### src/rtl/wtmr_pkg.sv
package wtmr_pkg;

    typedef enum logic [1:0] {
        LIM_KEEP = 2'd0,
        LIM_LOAD = 2'd1,
        LIM_COPY = 2'd2,
        LIM_ADD  = 2'd3
    } lim_op_e;

    typedef struct packed {
        logic busy;
        logic hit;
    } wait_state_t;

    // direct write beats copy, copy beats add
    function automatic lim_op_e lim_op_sel(input logic wr, input logic cp, input logic ad);
        if (wr)      return LIM_LOAD;
        else if (cp) return LIM_COPY;
        else if (ad) return LIM_ADD;
        else         return LIM_KEEP;
    endfunction

    function automatic int sel_bits(input int n);
        return (n > 1) ? $clog2(n) : 1;
    endfunction

endpackage

### src/rtl/wtmr_tick_div.sv
module wtmr_tick_div
    import wtmr_pkg::*;
#(
    parameter int NSRC  = 3,
    parameter int DIV_W = 4,
    localparam int SEL_W = sel_bits(NSRC)
) (
    input  logic             clk,
    input  logic             rst,
    input  logic             en,
    input  logic [NSRC-1:0]  src_stb,
    input  logic [SEL_W-1:0] sel,
    input  logic [DIV_W-1:0] ratio,
    output logic             tick
);
    localparam int EXT_N = 1 << SEL_W;

    logic [EXT_N-1:0] stb_ext;
    logic             stb;
    logic [DIV_W-1:0] phase_q;

    always_comb begin
        stb_ext             = '0;
        stb_ext[NSRC-1:0]   = src_stb;
        stb                 = stb_ext[sel];
        tick                = en && stb && (phase_q == ratio);
    end

    always_ff @(posedge clk) begin
        if (rst || !en) begin
            phase_q <= '0;
        end else if (stb) begin
            phase_q <= (phase_q == ratio) ? '0 : phase_q + 1'b1;
        end
    end

endmodule

### src/rtl/wtmr_unit.sv
module wtmr_unit
    import wtmr_pkg::*;
#(
    parameter int CW = 16
) (
    input  logic          clk,
    input  logic          rst,
    input  logic          en,
    input  logic          tick,
    input  logic          start,
    input  logic          wr,
    input  logic          cp,
    input  logic          ad,
    input  logic [CW-1:0] wdata,
    input  logic [CW-1:0] adj,
    input  logic [CW-1:0] hold,
    output logic          done,
    output logic [CW-1:0] cnt,
    output logic [CW-1:0] lim
);
    wait_state_t st;
    logic        busy_q;
    lim_op_e     op;

    always_comb begin
        st.busy = busy_q;
        st.hit  = busy_q && tick && (cnt == lim);
        done    = st.hit;
        op      = lim_op_sel(wr, cp, ad);
    end

    always_ff @(posedge clk) begin
        if (rst) begin
            lim <= '0;
        end else begin
            case (op)
                LIM_LOAD: lim <= wdata;
                LIM_COPY: lim <= hold;
                LIM_ADD:  lim <= lim + adj;
                default:  lim <= lim;
            endcase
        end
    end

    always_ff @(posedge clk) begin
        if (rst || !en) begin
            busy_q <= 1'b0;
            cnt    <= '0;
        end else if (!st.busy) begin
            if (start) begin
                busy_q <= 1'b1;
                cnt    <= '0;
            end
        end else if (tick) begin
            if (st.hit) begin
                busy_q <= 1'b0;
                cnt    <= '0;
            end else begin
                cnt <= cnt + 1'b1;
            end
        end
    end

endmodule

### src/rtl/wtmr_top.sv
module wtmr_top
    import wtmr_pkg::*;
#(
    parameter int NT    = 2,
    parameter int CW    = 16,
    parameter int NSRC  = 3,
    parameter int DIV_W = 4,
    localparam int SEL_W = sel_bits(NSRC)
) (
    input  logic             clk,
    input  logic             rst,
    input  logic             enable_i,
    input  logic [SEL_W-1:0] src_sel_i,
    input  logic [DIV_W-1:0] div_ratio_i,
    input  logic [NSRC-1:0]  src_stb_i,
    input  logic [NT-1:0]    start_i,
    output logic [NT-1:0]    done_o,
    input  logic [NT-1:0]    add_i,
    input  logic [NT-1:0]    copy_i,
    input  logic [NT-1:0]    lim_wr_i,
    input  logic [CW-1:0]    lim_wdata_i,
    input  logic             adj_wr_i,
    input  logic [CW-1:0]    adj_wdata_i,
    input  logic             hold_wr_i,
    input  logic [CW-1:0]    hold_wdata_i,
    output logic [NT*CW-1:0] cnt_o,
    output logic [NT*CW-1:0] limit_o
);
    logic          tick;
    logic [CW-1:0] adj_q;
    logic [CW-1:0] hold_q;

    always_ff @(posedge clk) begin
        if (rst) begin
            adj_q  <= '0;
            hold_q <= '0;
        end else begin
            if (adj_wr_i)  adj_q  <= adj_wdata_i;
            if (hold_wr_i) hold_q <= hold_wdata_i;
        end
    end

    wtmr_tick_div #(.NSRC(NSRC), .DIV_W(DIV_W)) div_i (
        .clk     (clk),
        .rst     (rst),
        .en      (enable_i),
        .src_stb (src_stb_i),
        .sel     (src_sel_i),
        .ratio   (div_ratio_i),
        .tick    (tick)
    );

    for (genvar t = 0; t < NT; t++) begin : g_tmr
        wtmr_unit #(.CW(CW)) unit_i (
            .clk   (clk),
            .rst   (rst),
            .en    (enable_i),
            .tick  (tick),
            .start (start_i[t]),
            .wr    (lim_wr_i[t]),
            .cp    (copy_i[t]),
            .ad    (add_i[t]),
            .wdata (lim_wdata_i),
            .adj   (adj_q),
            .hold  (hold_q),
            .done  (done_o[t]),
            .cnt   (cnt_o[t*CW +: CW]),
            .lim   (limit_o[t*CW +: CW])
        );
    end

endmodule

### config.mk
export PLATFORM = sky130hd
export DESIGN_NAME = wtmr_top
export DESIGN_NICKNAME = d
export VERILOG_FILES = /design/src/rtl/wtmr_pkg.sv /design/src/rtl/wtmr_tick_div.sv /design/src/rtl/wtmr_unit.sv /design/src/rtl/wtmr_top.sv
export SDC_FILE = /design/constraint.sdc
export NUM_CORES = 1
export LEC_CHECK = 0
export ABC_AREA = 1
export BUFFER_PORTS_ARGS = -buffer_cell sky130_fd_sc_hd__buf_4
export CAP_MARGIN = 0
export CORE_MARGIN = 10
export CORE_UTILIZATION = 30
export DETAILED_ROUTE_END_ITERATION = 12
export GPL_TIMING_DRIVEN = 0
export PLACE_DENSITY = 0.57
export RECOVER_POWER = 50
export SLEW_MARGIN = 20
export SYNTH_ARGS = -nofsm -noshare
export SYNTH_HDL_FRONTEND = slang
export SYNTH_SLANG_ARGS = --single-unit
### constraint.sdc
create_clock -name clk -period 5.55 [get_ports clk]
set_input_delay 0.2775 -clock clk [delete_from_list [all_inputs] [get_ports clk]]
set_output_delay 0.2775 -clock clk [all_outputs]
set_load 0.01 [all_outputs]
==> flow_summary.ini <==
[outcome]
status = finished, final reports clean

[setup_path]
worstReg2RegStart = g_tmr[1].unit_i.lim[0]
r2r-end = g_tmr[1].unit_i.lim[14]
rrSetupSlack_ps = 3320
crit_fanout = 5
startpoint_type = flip-flop
worstSetupPathType = reg -> out
cp-end-kind = output port
cp.arrival_ps = 2120
rr_worst_depth = 12
required_ps = 5270

[sta]
period_share_pct = 43.1
worst_pin_slew_ps = 639
slew_viol_final = 0
fmax_mhz = 418
fin_skew_ps = 9.45
rsz0062_at_grt = false
hold_viol_final = 0
relSlewSlack_pct = 57.4
finalSetupTns_ps = 0
fin_ws_ps = 3160
fin_crit_ps = 2390
finalSetupViolCount = 0

[global_routing]
grt_pass1_vias = 7025
grt_pass1_wl_um = 38900
grt_util_all_layers_pct = 16.2
grt_max_degree = 16
antenna_found_initial = 0
grt-ovfl-total = 0

[synth]
ys_warn_count = 0
synth.top_cell.area_share_pct = 28.9
syn-num-nets = 1174
ys_async_sr_fraction_pct = 0
seq_area_frac_synth_pct = 28.9
synth-edff-count = 0
syn-instance-count = 1069
ys.flop_type = dfxtp_1
syn_avg_cell_area_um2 = 6.60
synthTopCellsByCount = 243 x nand2_1, 121 x nor2_1, 120 x inv_1, 102 x dfxtp_1, 102 x o21ai_0
syn_area_um2 = 7060
yosysMostFrequentCell = nand2_1
synthTopCellsByArea = dfxtp_1 29%, nand2_1 13%, o21ai_0 7.2%, nor2_1 6.4%, inv_1 6.4%
ys_types = 46
yosys.area.top_type = dfxtp_1
ys_seq_elements = 102

[clock_tree]
cts.sinks = 102
cts.reportedPaths.clkPinSlew_ps = 70
cts_tree = done
clock_path_buffers = 2
clock_latency_ps = 360
cts_setup_buffers = 0
cts_root_buffer = clkbuf_16
cts_htree_levels = 3
cts_buffers = 9
cts_resized = 0
hold_buffers = 0

[layout]
layout.nets = 1320
antennaDiodeCount = 0
fillers = 2578
drive_above_1_share_pct = 14.8
final_cell_area_um2 = 8540
syn_to_final_growth_pct = 21.0

[detailed_routing]
drt_iter0_drc = 515
dr.pass1.iters = 5
drcViolationCount = 0
drt-vias-per-instance = 4.75
vias = 7308
met1Wirelength_um = 11900
ant_nets = 0
met3WireLength_um = 1520
met2WireLength_um = 10500
wl_um = 24500
avgRoutedWirePerCell_um = 15.9
dr.max_layer_used = met4

[place]
preCtsSetupSlack_ps = 3310
gp_congestion = 0.874
place_area_um2 = 8470
dp_hpwl_um = 20200
io_buffer_count = 135

[power]
powerDensity_nw_per_um2 = 220
p_leak_nw = 3.83
ir_drop_mv = 0.105

[hold_path]
whs_path_depth = 3
min_path_type = in -> reg
hp-start = hold_wdata_i[3]
min_to = hold_q[3]

[die]
die-area_um2 = 30100
die_y_um = 173
start_util_pct = 30.3
num_rows = 56
ios = 136
core-area_um2 = 23300
die_x_um = 173

[job]
maxCapViolations = 0
## worst max-delay path: stages, from the launching register on
cell and delay [ps]:
dfxtp_1 400, inv_1 90, nand2_2 60, nand3_1 70, nor2_1 450, nand3_4 210
nor2_2 240, buf_4 140, buf_4 100
## cell usage in the layout (no fill, tap or decap), types with 3 or more instances in the layout
cell type  count
nor3_1         5
a31oi_1       12
o21ai_0      102
nand2_1      243
nor2_4         5
dfxtp_1      102
o221ai_1       4
clkbuf_1      71
nand3_1       63
xnor2_1       21
nand2_2       16
inv_1        121
nand4_1       15
buf_4         88
or2_2         10
a21oi_1       74
buf_2          5
nand3b_1       9
clkinv_1       3
nor2_2        21
nand2_4        3
ha_1          33
inv_2          3
xor2_1        19
nand3_2        5
a221oi_1       3
clkbuf_16      9
nor2_1       122
a21o_1         3
## how the worst max path moves through the flow
| stage | startpoint | to | slack [ps] | cells past startpoint |
|---|---|---|---|---|
| 2_1_floorplan | g_tmr[1].unit_i.lim[0] | g_tmr[1].unit_i.lim[14] | 3680 | 13 |
| 3_3_place_gp | g_tmr[1].unit_i.lim[0] | g_tmr[1].unit_i.lim[14] | 3350 | 13 |
| 3_5_place_dp | g_tmr[1].unit_i.lim[0] | g_tmr[1].unit_i.lim[14] | 3310 | 12 |
| 4_1_cts | g_tmr[1].unit_i.lim[0] | g_tmr[1].unit_i.lim[14] | 3300 | 12 |
| 5_1_grt | div_i.phase_q[0] | done_o[1] | 3010 | 8 |
| 6_report | div_i.phase_q[0] | done_o[1] | 3160 | 8 |
## final cells by class
cell class	instances	area, um2	area share [%]
repair buffers	135	826	9.67
plain buffers	30	178	2.08
multi-input cells	810	4350	50.9
well taps	319	399	4.67
inverters	127	477	5.58
clock buffers	13	250	2.93
clock inverters	3	20.0	0.234
flip-flops and latches	102	2040	23.9
## layer usage
metal / GRT usage [%] / up-vias
li1: - / 3777
met1: 22.3 / 3294
met2: 24.5 / 209
met3: 2.98 / 28
met4: 5.79 / 0
met5: 0 / -
## sequential cells by signal (all words and copies together), names as in the netlist
name,flops
div_i.phase_q,4
g_tmr.unit_i.busy_q,2
g_tmr.unit_i.cnt,32
adj_q,16
hold_q,16
g_tmr.unit_i.lim,32
## per-stage QoR
step / hold slack, ps / util, % / total power [mW] / std cells
after floorplan: 412 / - / 1.11 / 1069
after global placement: 464 / 36.3 / 1.29 / 1523
after detailed placement: 466 / 36.3 / 1.29 / 1523
after CTS: 132 / 37.5 / 1.91 / 1539
after global routing: 140 / 36.6 / 1.99 / 1539
final: 138 / 36.6 / 1.88 / 1539
## report_power, final
part           total (mW)  switching (mW)  internal [mW]
logic               0.428           0.254          0.175
registers           0.835          0.0643          0.771
clock network       0.613           0.296          0.317
## cell families after synthesis
kind of cell               count (synthesis)  share of synthesized area, %
xor gates and xnor gates                  41                          5.19
AOI/OAI and AO/OA                        206                          15.6
buffers and inverters                    157                          9.27
and+or+nand+nor                          528                          34.6
DFF                                      102                          28.9
adders and majority gates                 35                          6.42
No activity file was read; power rests on OpenSTA's default activity.
